**src/rtl/gpio_pkg.sv**
```systemverilog
package gpio_pkg;
  // Function codes; the alternate ordering is fixed by software
  typedef enum logic [2:0] {
    FN_IN   = 3'd0,
    FN_OUT  = 3'd1,
    FN_ALT5 = 3'd2,
    FN_ALT4 = 3'd3,
    FN_ALT0 = 3'd4,
    FN_ALT1 = 3'd5,
    FN_ALT2 = 3'd6,
    FN_ALT3 = 3'd7
  } fn_code_t;

  // Word indices (byte offset / 4) of the bank-0 word of each group
  localparam int SET_WORD = 7;
  localparam int CLR_WORD = 10;
  localparam int LEV_WORD = 13;
endpackage

```
**src/rtl/gpio_in_sync.sv**
```systemverilog
module gpio_in_sync #(
  parameter int W      = 54,
  parameter int STAGES = 2
) (
  input  logic         clk,
  input  logic         rst,
  input  logic [W-1:0] d,
  output logic [W-1:0] q
);
  logic [W-1:0] stg [STAGES];

  always_ff @(posedge clk) begin
    if (rst) begin
      for (int i = 0; i < STAGES; i++) stg[i] <= '0;
    end else begin
      stg[0] <= d;
      for (int i = 1; i < STAGES; i++) stg[i] <= stg[i-1];
    end
  end

  assign q = stg[STAGES-1];

  // the last stage carries what the first stage held one cycle earlier
  a_r6_sync_shift: assert property (@(posedge clk) disable iff (rst)
    $past(!rst) |-> (stg[STAGES-1] == $past(stg[STAGES-2])));
endmodule

```
**src/rtl/gpio_fsel_regs.sv**
```systemverilog
module gpio_fsel_regs
  import gpio_pkg::*;
#(
  parameter int NUM_PINS = 54,
  parameter int FW       = 3,
  parameter int PPW      = 10,
  parameter int DW       = 32,
  parameter int IDX_W    = 6
) (
  input  logic                   clk,
  input  logic                   rst,
  input  logic                   wr_en,
  input  logic [IDX_W-1:0]       wr_idx,
  input  logic [DW-1:0]          wr_data,
  input  logic [IDX_W-1:0]       rd_idx,
  output logic [DW-1:0]          rd_data,
  output logic [NUM_PINS*FW-1:0] func,
  output logic [NUM_PINS-1:0]    oe
);
  logic [NUM_PINS*FW-1:0] func_q;
  logic [NUM_PINS-1:0]    oe_q;
  logic                   unused_wr_hi;

  assign unused_wr_hi = ^wr_data[DW-1:PPW*FW];

  for (genvar p = 0; p < NUM_PINS; p++) begin : g_pin
    localparam int WORD = p / PPW;
    localparam int SH   = (p % PPW) * FW;
    always_ff @(posedge clk) begin
      if (rst) begin
        func_q[p*FW +: FW] <= '0;
        oe_q[p]            <= 1'b0;
      end else if (wr_en && wr_idx == IDX_W'(WORD)) begin
        func_q[p*FW +: FW] <= wr_data[SH +: FW];
        oe_q[p]            <= (wr_data[SH +: FW] == FN_OUT);
      end
    end

    // the enable flag agrees with the stored code
    a_r7_oe_matches_code: assert property (@(posedge clk) disable iff (rst)
      oe_q[p] == (func_q[p*FW +: FW] == FN_OUT));
  end

  always_comb begin
    rd_data = '0;
    for (int p = 0; p < NUM_PINS; p++) begin
      if (rd_idx == IDX_W'(p / PPW))
        rd_data[(p % PPW)*FW +: FW] = func_q[p*FW +: FW];
    end
  end

  assign func = func_q;
  assign oe   = oe_q;
endmodule

```
**src/rtl/gpio_out_latch.sv**
```systemverilog
module gpio_out_latch #(
  parameter int NUM_PINS = 54
) (
  input  logic                clk,
  input  logic                rst,
  input  logic [NUM_PINS-1:0] set_vec,
  input  logic [NUM_PINS-1:0] clr_vec,
  output logic [NUM_PINS-1:0] out
);
  logic [NUM_PINS-1:0] out_q;

  always_ff @(posedge clk) begin
    if (rst) out_q <= '0;
    else     out_q <= (out_q | set_vec) & ~clr_vec;
  end

  assign out = out_q;

  a_r4_set_forces_high: assert property (@(posedge clk) disable iff (rst)
    (|set_vec) |=> ((out_q & $past(set_vec)) == $past(set_vec)));

  a_r5_clear_forces_low: assert property (@(posedge clk) disable iff (rst)
    (|clr_vec) |=> ((out_q & $past(clr_vec)) == '0));

  a_r4_untouched_bits_hold: assert property (@(posedge clk) disable iff (rst)
    $past(!rst) |-> (((out_q ^ $past(out_q)) & ~$past(set_vec | clr_vec)) == '0));
endmodule

```
**src/rtl/gpio_fsel_core.sv**
```systemverilog
module gpio_fsel_core
  import gpio_pkg::*;
#(
  parameter int NUM_PINS    = 54,
  parameter int ADDR_W      = 8,
  parameter int DW          = 32,
  parameter int FW          = 3,
  parameter int PPW         = 10,
  parameter int SYNC_STAGES = 2
) (
  input  logic                   clk,
  input  logic                   rst,
  input  logic                   bus_wr,
  input  logic                   bus_rd,
  input  logic [ADDR_W-1:0]      bus_addr,
  input  logic [DW-1:0]          bus_wdata,
  output logic [DW-1:0]          bus_rdata,
  input  logic [NUM_PINS-1:0]    pin_in,
  output logic [NUM_PINS*FW-1:0] pin_func,
  output logic [NUM_PINS-1:0]    pin_oe,
  output logic [NUM_PINS-1:0]    pin_out
);
  localparam int IDX_W       = ADDR_W - 2;
  localparam int NUM_BANKS   = (NUM_PINS + DW - 1) / DW;
  localparam int PAD_W       = NUM_BANKS * DW;
  localparam int FSEL_WORDS  = (NUM_PINS + PPW - 1) / PPW;

  logic [IDX_W-1:0]    idx;
  logic [DW-1:0]       fsel_rword;
  logic [DW-1:0]       rd_word;
  logic [DW-1:0]       rdata_q;
  logic [NUM_PINS-1:0] lvl;
  logic [PAD_W-1:0]    lvl_pad;
  logic [PAD_W-1:0]    set_pad;
  logic [PAD_W-1:0]    clr_pad;
  logic                fsel_we;
  logic                unused_addr_lsb;
  logic                unused_pad_hi;

  assign idx             = bus_addr[ADDR_W-1:2];
  assign unused_addr_lsb = ^bus_addr[1:0];
  assign fsel_we         = bus_wr && (idx < IDX_W'(FSEL_WORDS));

  gpio_fsel_regs #(
    .NUM_PINS(NUM_PINS), .FW(FW), .PPW(PPW), .DW(DW), .IDX_W(IDX_W)
  ) u_fsel (
    .clk(clk), .rst(rst),
    .wr_en(fsel_we), .wr_idx(idx), .wr_data(bus_wdata),
    .rd_idx(idx), .rd_data(fsel_rword),
    .func(pin_func), .oe(pin_oe)
  );

  always_comb begin
    set_pad = '0;
    clr_pad = '0;
    for (int b = 0; b < NUM_BANKS; b++) begin
      if (bus_wr && idx == IDX_W'(SET_WORD + b)) set_pad[b*DW +: DW] = bus_wdata;
      if (bus_wr && idx == IDX_W'(CLR_WORD + b)) clr_pad[b*DW +: DW] = bus_wdata;
    end
  end

  assign unused_pad_hi = ^{set_pad[PAD_W-1:NUM_PINS], clr_pad[PAD_W-1:NUM_PINS]};

  gpio_out_latch #(.NUM_PINS(NUM_PINS)) u_latch (
    .clk(clk), .rst(rst),
    .set_vec(set_pad[NUM_PINS-1:0]),
    .clr_vec(clr_pad[NUM_PINS-1:0]),
    .out(pin_out)
  );

  gpio_in_sync #(.W(NUM_PINS), .STAGES(SYNC_STAGES)) u_sync (
    .clk(clk), .rst(rst), .d(pin_in), .q(lvl)
  );

  assign lvl_pad = PAD_W'(lvl);

  always_comb begin
    rd_word = '0;
    if (idx < IDX_W'(FSEL_WORDS)) rd_word = fsel_rword;
    for (int b = 0; b < NUM_BANKS; b++) begin
      if (idx == IDX_W'(LEV_WORD + b)) rd_word = lvl_pad[b*DW +: DW];
    end
  end

  always_ff @(posedge clk) begin
    if (rst)         rdata_q <= '0;
    else if (bus_rd) rdata_q <= rd_word;
    else             rdata_q <= '0;
  end

  assign bus_rdata = rdata_q;

  a_r10_idle_reads_zero: assert property (@(posedge clk) disable iff (rst)
    !bus_rd |=> (bus_rdata == '0));

  a_r9_setclr_read_zero: assert property (@(posedge clk) disable iff (rst)
    (bus_rd && (idx == IDX_W'(SET_WORD) || idx == IDX_W'(CLR_WORD) ||
                idx == IDX_W'(SET_WORD + 1) || idx == IDX_W'(CLR_WORD + 1)))
      |=> (bus_rdata == '0));

  a_r3_fsel_top_bits_zero: assert property (@(posedge clk) disable iff (rst)
    (bus_rd && idx < IDX_W'(FSEL_WORDS)) |=> (bus_rdata[DW-1:PPW*FW] == '0));
endmodule

```
**config.mk**
```make
export PLATFORM = sky130hd
export DESIGN_NAME = gpio_fsel_core
export DESIGN_NICKNAME = d
export VERILOG_FILES = /design/src/rtl/gpio_pkg.sv /design/src/rtl/gpio_in_sync.sv /design/src/rtl/gpio_fsel_regs.sv /design/src/rtl/gpio_out_latch.sv /design/src/rtl/gpio_fsel_core.sv
export SDC_FILE = /design/constraint.sdc
export NUM_CORES = 1
export LEC_CHECK = 0
export BUFFER_PORTS_ARGS = -buffer_cell sky130_fd_sc_hd__buf_2
export CAP_MARGIN = 40
export CORE_AREA = 10 10 277 146
export DETAILED_ROUTE_END_ITERATION = 10
export DIE_AREA = 0 0 287 156
export PLACE_DENSITY = 0.81
export SLEW_MARGIN = 10
export SYNTH_ARGS = -nofsm -noshare
export SYNTH_HDL_FRONTEND = slang
export SYNTH_HIERARCHICAL = 1
export SYNTH_SLANG_ARGS = --single-unit
```
**constraint.sdc**
```tcl
create_clock -name clk -period 2.5 [get_ports clk]
set_input_delay 0.625 -clock clk [delete_from_list [all_inputs] [get_ports clk]]
set_output_delay 0.625 -clock clk [all_outputs]
set_load 0.05 [all_outputs]
```
Yosys cells after proc, flatten, opt, wreduce, memory -nomap -nowiden
Memories as Yosys holds them, arrays and structs flattened. Index checks and enable logic that the tools add are counted.

Bits in registers: 302. Bits in writable memories: 108. Input bits: 98. Output and inout port bits: 302. Word-level logic and storage cells: 220. Memories: 1.

$lt $le $gt $ge: 1. Equality and inequality tests: 21. Muxes and demuxes: 66. Bitwise logic cells: 6. Reductions and logical operators: 14.

Memory list: u_sync.stg (words 2, bits a word 54, read ports 2, clocked after Yosys merged registers in 0, write ports 2, RTL line gpio_in_sync.sv:10) `logic [W-1:0] stg [STAGES];`.

Operator list (count): two-way mux 3 bit (54); two-way mux 54 bit (2); two-way mux 32 bit (3); two-way mux 22 bit (3); AND 54 bit (1); NOT 54 bit (1); OR 54 bit (1); equality test 3 x 1 -> 1 bit, second input constant (10); equality test 6 x 4 -> 1 bit, second input constant (5); two-way mux 30 bit (1); equality test 6 x 3 -> 1 bit, second input constant (3); equality test 6 x 2 -> 1 bit, second input constant (2); logical AND 1 bit (11); equality test 6 x 1 -> 1 bit, second input constant (1); zero test 6 bit (1); < comparator 6 x 3 -> 1 bit, second input constant (1); two-way mux 1 bit (3); OR reduction 3 bit (1); OR 1 bit (2); OR reduction 2 bit (1); NOT 1 bit (1).

Logic depth before layout (Yosys ltp)
Gate-level depths: netlist of the first run.

Depth in word-level cells: 10. Depth in mapped cells: 9.

Cells and area by module
Netlist of the first run, hierarchy kept.

Modules (own cells, without submodules): gpio_fsel_regs (times used 1, cells an instance 1109, area each 9770.6 um2, seq. area each 4324.1 um2); gpio_in_sync (times used 1, cells an instance 282, area each 3353.2 um2, seq. area each 2162.1 um2); gpio_fsel_core (times used 1, cells an instance 273, area each 2209.6 um2, seq. area each 640.6 um2); gpio_out_latch (times used 1, cells an instance 168, area each 1946.9 um2, seq. area each 1081.0 um2).

Worst setup path before layout of the first run
No wires, ideal clock.

Path kind: input-to-reg. Start: input bus_addr[4]. End: register u_fsel.func_q[132] (netlist: u_fsel/func[132]). Library setup time: 132 ps. Arrival: 2557 ps. Required time: 2368 ps. Setup slack: -189 ps. Stages: 9. Path buffers: 4. Cells stage by stage: a2111oi_4 -> clkbuf_1 -> and2_1 -> or4b_1 -> buf_4 -> buf_6 -> buf_6 -> o21ai_1 -> a21oi_1.

Word-level cells in the longest chain between the ends: 3. Elaborated cells between the ends (all ways): 4.

Ends and longest elaborated chain: from (decl) (RTL line gpio_fsel_core.sv:15) `input logic [ADDR_W-1:0] bus_addr,`; < comparator 6 x 3 -> 1 bit (RTL line gpio_fsel_core.sv:42) `assign fsel_we = bus_wr && (idx < IDX_W'(FSEL_WORDS));`; logical AND 1 bit (RTL line gpio_fsel_core.sv:42); via fsel_we (RTL line gpio_fsel_core.sv:36) `logic fsel_we;`; logical AND 1 bit (RTL line gpio_fsel_regs.sv:33) `end else if (wr_en && wr_idx == IDX_W'(WORD)) begin`; to (signal, indexed assignment) (RTL line gpio_fsel_regs.sv:34) `func_q[p*FW +: FW] <= wr_data[SH +: FW];`; to (decl) (RTL line gpio_fsel_regs.sv:20) `logic [NUM_PINS*FW-1:0] func_q;`.

The timed path passes the listed nets, and every way through them passes these cells. A chain may end at the register's enable or synchronous reset.

Worst setup path in the final report of the first run
Start: input bus_addr[3]. End: register u_fsel.func_q[32] (netlist: u_fsel/func[32]).

Same word-level chain as after synthesis.

==> qor.yml, run 1 <==
hold_depth: 2
drt_iter0_markers: 1945
met2_usage_pct: 41.3
cts_made_buffers: 38
yosys.area.top_type_share_pct: 47.5
first_global_vias: 14600
wire_per_inst_um: 23.2
ys_seq_area_share_pct: 47.5
grt_pass1_wl_um: 89600
synth_enable_flop_cells: 0
gp_congestion: 0.940
port-buffer-count: 397
period_share_pct: 85.5
setup_ws_ns: 0.363
grt_busiest_layer: "met2"
met3_usage_pct: 5.25
critPathCaptureType: "flip-flop"
dpl_cell_area_um2: 19400
wirelength_um: 61000
yosysWarnings: 6
critPathRequiredTime_ns: 2.89
cp_num_buf_inv: 2
critPathTopFamily: "compound AO/OA/AOI/OAI gates"
crit_path_cell_trace: "buf_2 > a2111oi_4 > and2_4 > or4b_4 > buf_12 > o21ai_0 > a21oi_1"
coreArea_um2: 35600
synth_ff_type: "dfxtp_1"
ctsLongestPathBuffers: 3
max_slew_margin_pct: 36.4
die_area_um2: 44800
outcome: "completed"
fmax_ghz: 0.468
start_util_pct: 48.6
rsz0062_at_grt: "no"
nets: 2204
avgSynthCellArea_um2: 9.43
p_leak_nw: 8.24
ant_nets: 0
fillerInstances: 2996
synth_largest_area_cell: "dfxtp_1"
dp_worst_setup_slack_ns: -0.130
root_buffer: "clkbuf_16"
die_h_um: 156
hpwlAfterDp_um: 42300
setup_viol: 0
drive_gt1_share_pct: 30.3
drv_slew: 0
rows: 49
reg2reg_depth: 5
p_per_area_nw_per_um2: 644
syn_to_final_growth_pct: 19.6
finalSetupTns_ns: 0
grt_util_met1_pct: 29.9
p_total_mw: 13.3
fin_skew_ns: 0.0279
dr.pass1.iters: 6
grt_usage_pct: 25.5
cts_tree: "yes"
grt_max_degree: 161
synth_seq_cells: 410
gr-total-overflow: 0
viasPerCell: 5.94
ctsHoldBuffers: 0
cp.depth: 7
vdd_drop_max_mv: 0.440
design_area_um2: 20700
slowest_stage: "or4b_4"
clock_sinks: 410
startpoint_type: "input port"
fp.dieW_um: 287
syn_area_um2: 17300
ys_async_sr_fraction_pct: 0
clock_latency_ns: 0.55
grt_antenna_before_repair: 10
max_cap_viol_count: 0
cts_setup_buffers: 0
synth.area.top_cells: "dfxtp_1 (47%), a21oi_1 (6.9%), and2_1 (4.3%), o21ai_1 (4.1%), nand3_1 (3.9%)"
synth_cells: 1832
slowest_delay_ns: 0.51
worst_slew_pin_slew_ns: 0.954
critPathKind: "input port to flip-flop"
hold_viol: 0
drc: 0
cp.arrival_ns: 2.52
crit_fanout: 89
synthDistinctLibCells: 46
num_vias: 15600
clk_pin_slew_worst_paths_ns: 0.07
hold_path.class: "input port to flip-flop"
cts_resized: 0
ios: 400
period_minus_slack_ns: 2.14
h-tree-depth: 2
[per-layer routing]
layer  routed length [um]  vias up
met3                 5590      204
met2                29000      947
met1                21900     7411
li1                     -     7030
met5                   12        -
met4                 4520        2
[cell usage in the layout (no fill, tap or decap), types with 59 or more instances in the layout]
| cell | Yosys | routed |
|---|---|---|
| o21ai_0 | 76 | 76 |
| buf_4 | 58 | 59 |
| buf_2 | 47 | 395 |
| nor2b_1 | 101 | 99 |
| and2_1 | 120 | 119 |
| dfxtp_1 | 410 | 410 |
| nand3_1 | 136 | 136 |
| o21ai_1 | 141 | 141 |
| nor2_1 | 64 | 64 |
| a21oi_1 | 238 | 238 |
[final cells by class]
type	count	area [um^2]	area share [%]
flip-flops and latches	410	8210	39.7
multi-input cells	1176	7660	37.1
repair buffers	480	2940	14.2
clock buffers	54	1100	5.33
well taps	484	606	2.93
clock inverters	12	126	0.612
diodes	8	20.0	0.0969
[stage by stage]
stage,utilization (%),instances,hold slack [ns]
final,58.1,2624,0.293
after global routing,58.1,2624,0.285
after CTS,58.1,2616,0.276
after detailed placement,54.6,2550,0.420
after global placement,54.6,2550,0.418
after floorplan,-,1833,0.414
[worst paths after layout]
kind,end,slack [ns],startpoint
worst max-delay path,u_fsel/func[32],0.36,bus_addr[3]
worst min-delay path,u_sync/stg[0][25],0.29,pin_in[25]
worst max register to register,bus_rdata[11],0.68,u_fsel/func[71]
worst min register to register,u_sync/stg[0][97],0.43,u_sync/stg[0][43]
[registers in the layout, indices dropped and copies added (netlist names)]
register	cells
u_fsel/func	162
u_latch/out	54
bus_rdata	32
u_fsel/oe	54
u_sync/stg	108
[cell usage after synthesis, types with 22 or more instances]
master,count
a21oi_1,238
nor2b_1,101
nand3_1,136
o31ai_1,22
nand4_1,40
buf_6,23
buf_4,58
o21ai_0,76
mux4_2,29
clkbuf_1,103
dfxtp_1,410
and2_1,120
buf_2,47
nand4b_1,40
nor2_1,64
nor3_2,47
a32oi_1,32
o21ai_1,141
[cell families after synthesis]
| kind of cell | count (synthesis) | synth area share (%) |
|---|---|---|
| muxes | 30 | 3.93 |
| other | 1 | 0.0217 |
| AOI/OAI and AO/OA | 540 | 17.5 |
| DFF | 410 | 47.5 |
| and+or+nand+nor | 604 | 22.4 |
| buffers and inverters | 247 | 8.59 |
[power by group]
part	internal [mW]	switching [mW]	total [mW]
logic	0.257	0.564	0.821
registers	6.62	0.0222	6.64
clock network	3.29	2.55	5.85
Power figures use the tool's default switching activity.
==> run 2: changes to the inputs <==
--- a/config.mk
+++ b/config.mk
@@ -5,11 +5,12 @@
 export SDC_FILE = /design/constraint.sdc
 export NUM_CORES = 1
 export LEC_CHECK = 0
+export ABC_AREA = 1
 export BUFFER_PORTS_ARGS = -buffer_cell sky130_fd_sc_hd__buf_2
 export CAP_MARGIN = 40
-export CORE_AREA = 10 10 277 146
+export CORE_AREA = 10 10 274 145
 export DETAILED_ROUTE_END_ITERATION = 10
-export DIE_AREA = 0 0 287 156
+export DIE_AREA = 0 0 284 155
 export PLACE_DENSITY = 0.81
 export SLEW_MARGIN = 10
 export SYNTH_ARGS = -nofsm -noshare
==> run 2 against run 1 <==
- synthesized area down 2.5%
- register-to-register slack improved by 0.45 ns
- sequential share of layout area increased by 0.85 points
- maximum frequency grew 6.6%
- non-clock buffer count shrank 24
- die area is 1.7% lower
- critical path depth down 6
- hold slack better by 0.0053 ns
- clock power grew 7.0%
- via count is 5.0% higher
- utilization is 0.52 points lower
- critical endpoint is now pin_func[50]
- largest power group unchanged
==> qor.yml, run 2 <==
syn_area_um2: 16800
p_leak_nw: 9.92
outcome: "completed"
synth_largest_area_cell: "dfxtp_1"
h-tree-depth: 2
clk_pin_slew_worst_paths_ns: 0.06
cts_setup_buffers: 0
worst_slew_pin_slew_ns: 0.910
coreArea_um2: 35100
first_global_vias: 15500
slowest_delay_ns: 0.51
grt_antenna_before_repair: 4
fp.dieW_um: 284
gp_congestion: 1.02
grt_usage_pct: 27.0
cp_num_buf_inv: 1
critPathKind: "flip-flop to output port"
critPathTopFamily: "flip-flops"
synthMostInstantiatedCell: "nor2_1"
drc: 0
yosysWarnings: 6
cp.arrival_ns: 1.38
drv_slew: 0
cts_made_buffers: 39
synthDistinctLibCells: 29
setup_ws_ns: 0.496
num_vias: 16400
synth.area.top_cells: "dfxtp_1 (49%), nor2_1 (14%), inv_1 (6.7%), nand2_1 (6.2%), o21ai_0 (4.8%)"
yosys.area.top_type_share_pct: 48.7
wire_per_inst_um: 19.7
finalSetupTns_ns: 0
hold_path.class: "input port to flip-flop"
ctsHoldBuffers: 0
hold_viol: 0
fmax_ghz: 0.499
clock_latency_ns: 0.55
grt_max_degree: 95
p_seq_share_pct: 48.7
crit_fanout: 3
rows: 49
syn_to_final_growth_pct: 20.1
cts_tree: "yes"
max_slew_margin_pct: 39.2
ys_seq_area_share_pct: 48.7
yosys-top-cells-count: "nor2_1 (650), dfxtp_1 (410), inv_1 (302)"
max_cap_viol_count: 0
period_minus_slack_ns: 2.00
dr.pass1.iters: 5
start_util_pct: 48.0
avgSynthCellArea_um2: 7.14
sw_frac_of_total_pct: 23.3
combPwrFrac_pct: 5.5
setup_viol: 0
root_buffer: "clkbuf_16"
startpoint_type: "flip-flop"
vdd_drop_max_mv: 0.462
synth_enable_flop_cells: 0
cts_resized: 0
synth_cells: 2358
crit_path_cell_trace: "buf_2"
synth_seq_cells: 410
rsz0062_at_grt: "no"
critPathCaptureType: "output port"
fillerInstances: 3244
p_int_mw: 10.5
fin_skew_ns: 0.0265
dp_worst_setup_slack_ns: 0.0436
nets: 2763
gr-total-overflow: 0
clock_sinks: 410
largest_register_ffs: 162
viasPerCell: 5.15
final_common_cell: "nor2_1"
critPathRequiredTime_ns: 1.88
slowest_stage: "dfxtp_1"
wirelength_um: 62600
drt_iter0_markers: 1907
p_sw_mw: 3.19
drive_gt1_share_pct: 21.0
port-buffer-count: 397
clock_power_share_pct: 45.9
hpwlAfterDp_um: 46700
period_share_pct: 80.2
grt_pass1_wl_um: 93300
synth_ff_type: "dfxtp_1"
die_h_um: 155
most-common-layout-cells: "nor2_1 (649), dfxtp_1 (410), buf_2 (396)"
ctsLongestPathBuffers: 3
ys_async_sr_fraction_pct: 0
die_area_um2: 44000
ant_nets: 0
ios: 400
p_per_area_nw_per_um2: 675
## run 2: cell count changes after synthesis, sizes merged, moves of 37 or more
cell / change
nor2: +609
inv: +314
nand2: +279
a21oi: -164
nor2b: -111
and2: -103
clkbuf: -62
nor3: -44
nand4b: -40
nand4: +37
## run 2: cell families after synthesis
| logic type | after synthesis | synth area share (%) |
|---|---|---|
| AOI/OAI and AO/OA | 266 | 7.90 |
| and+or+nand+nor | 1176 | 29.6 |
| DFF | 410 | 48.7 |
| other | 1 | 0.0223 |
| buffers and inverters | 505 | 13.8 |
## run 2: power by group through the flow
stage / clock (mW) / combinational, mW / sequential [mW]
finish: 6.26 / 0.747 / 6.64
global route: 6.62 / 0.816 / 6.65
CTS: 6.34 / 0.731 / 6.64
detailed placement: 0 / 0.727 / 6.79
global placement: 0 / 0.711 / 6.79
floorplan: 0 / 0.439 / 6.82
## run 2: worst paths after layout
kind	to	startpoint	cells past startpoint	slack, ns
worst max-delay path	pin_func[50]	u_fsel/func[50]	1	0.50
worst min-delay path	u_sync/stg[0][41]	pin_in[41]	3	0.30
worst max register to register	bus_rdata[20]	u_fsel/func[50]	7	1.13
worst min register to register	u_sync/stg[0][102]	u_sync/stg[0][48]	2	0.40
## run 2: stage by stage
| stage | utilization [%] | hold slack (ns) | power [mW] | cells | instance area [um^2] |
|---|---|---|---|---|---|
| global route | 57.6 | 0.284 | 14.1 | 3178 | 20200 |
| floorplan | - | 0.388 | 7.25 | 2359 | 16900 |
| detailed placement | 53.8 | 0.392 | 7.52 | 3108 | 18900 |
| global placement | 53.8 | 0.392 | 7.50 | 3108 | 18900 |
| finish | 57.6 | 0.298 | 13.7 | 3178 | 20200 |
| CTS | 57.6 | 0.271 | 13.7 | 3177 | 20200 |
## run 2: final cells by class
type	count	area [um^2]	area share, %
tap	484	606	2.99
inverter	314	1180	5.85
clock inverter	17	234	1.16
timing repair buffer	456	2540	12.6
clock buffer	52	1100	5.46
sequential	410	8210	40.6
antenna	1	2.50	0.0124
multi-input combinational	1444	6350	31.4
## run 2: routing by layer
layer	global-route usage (%)	routed length, um	vias to the layer above
li1	-	-	7816
met1	34.5	25300	7528
met2	41.9	27500	891
met3	8.58	7470	138
met4	10.4	2310	0
met5	0	0	-
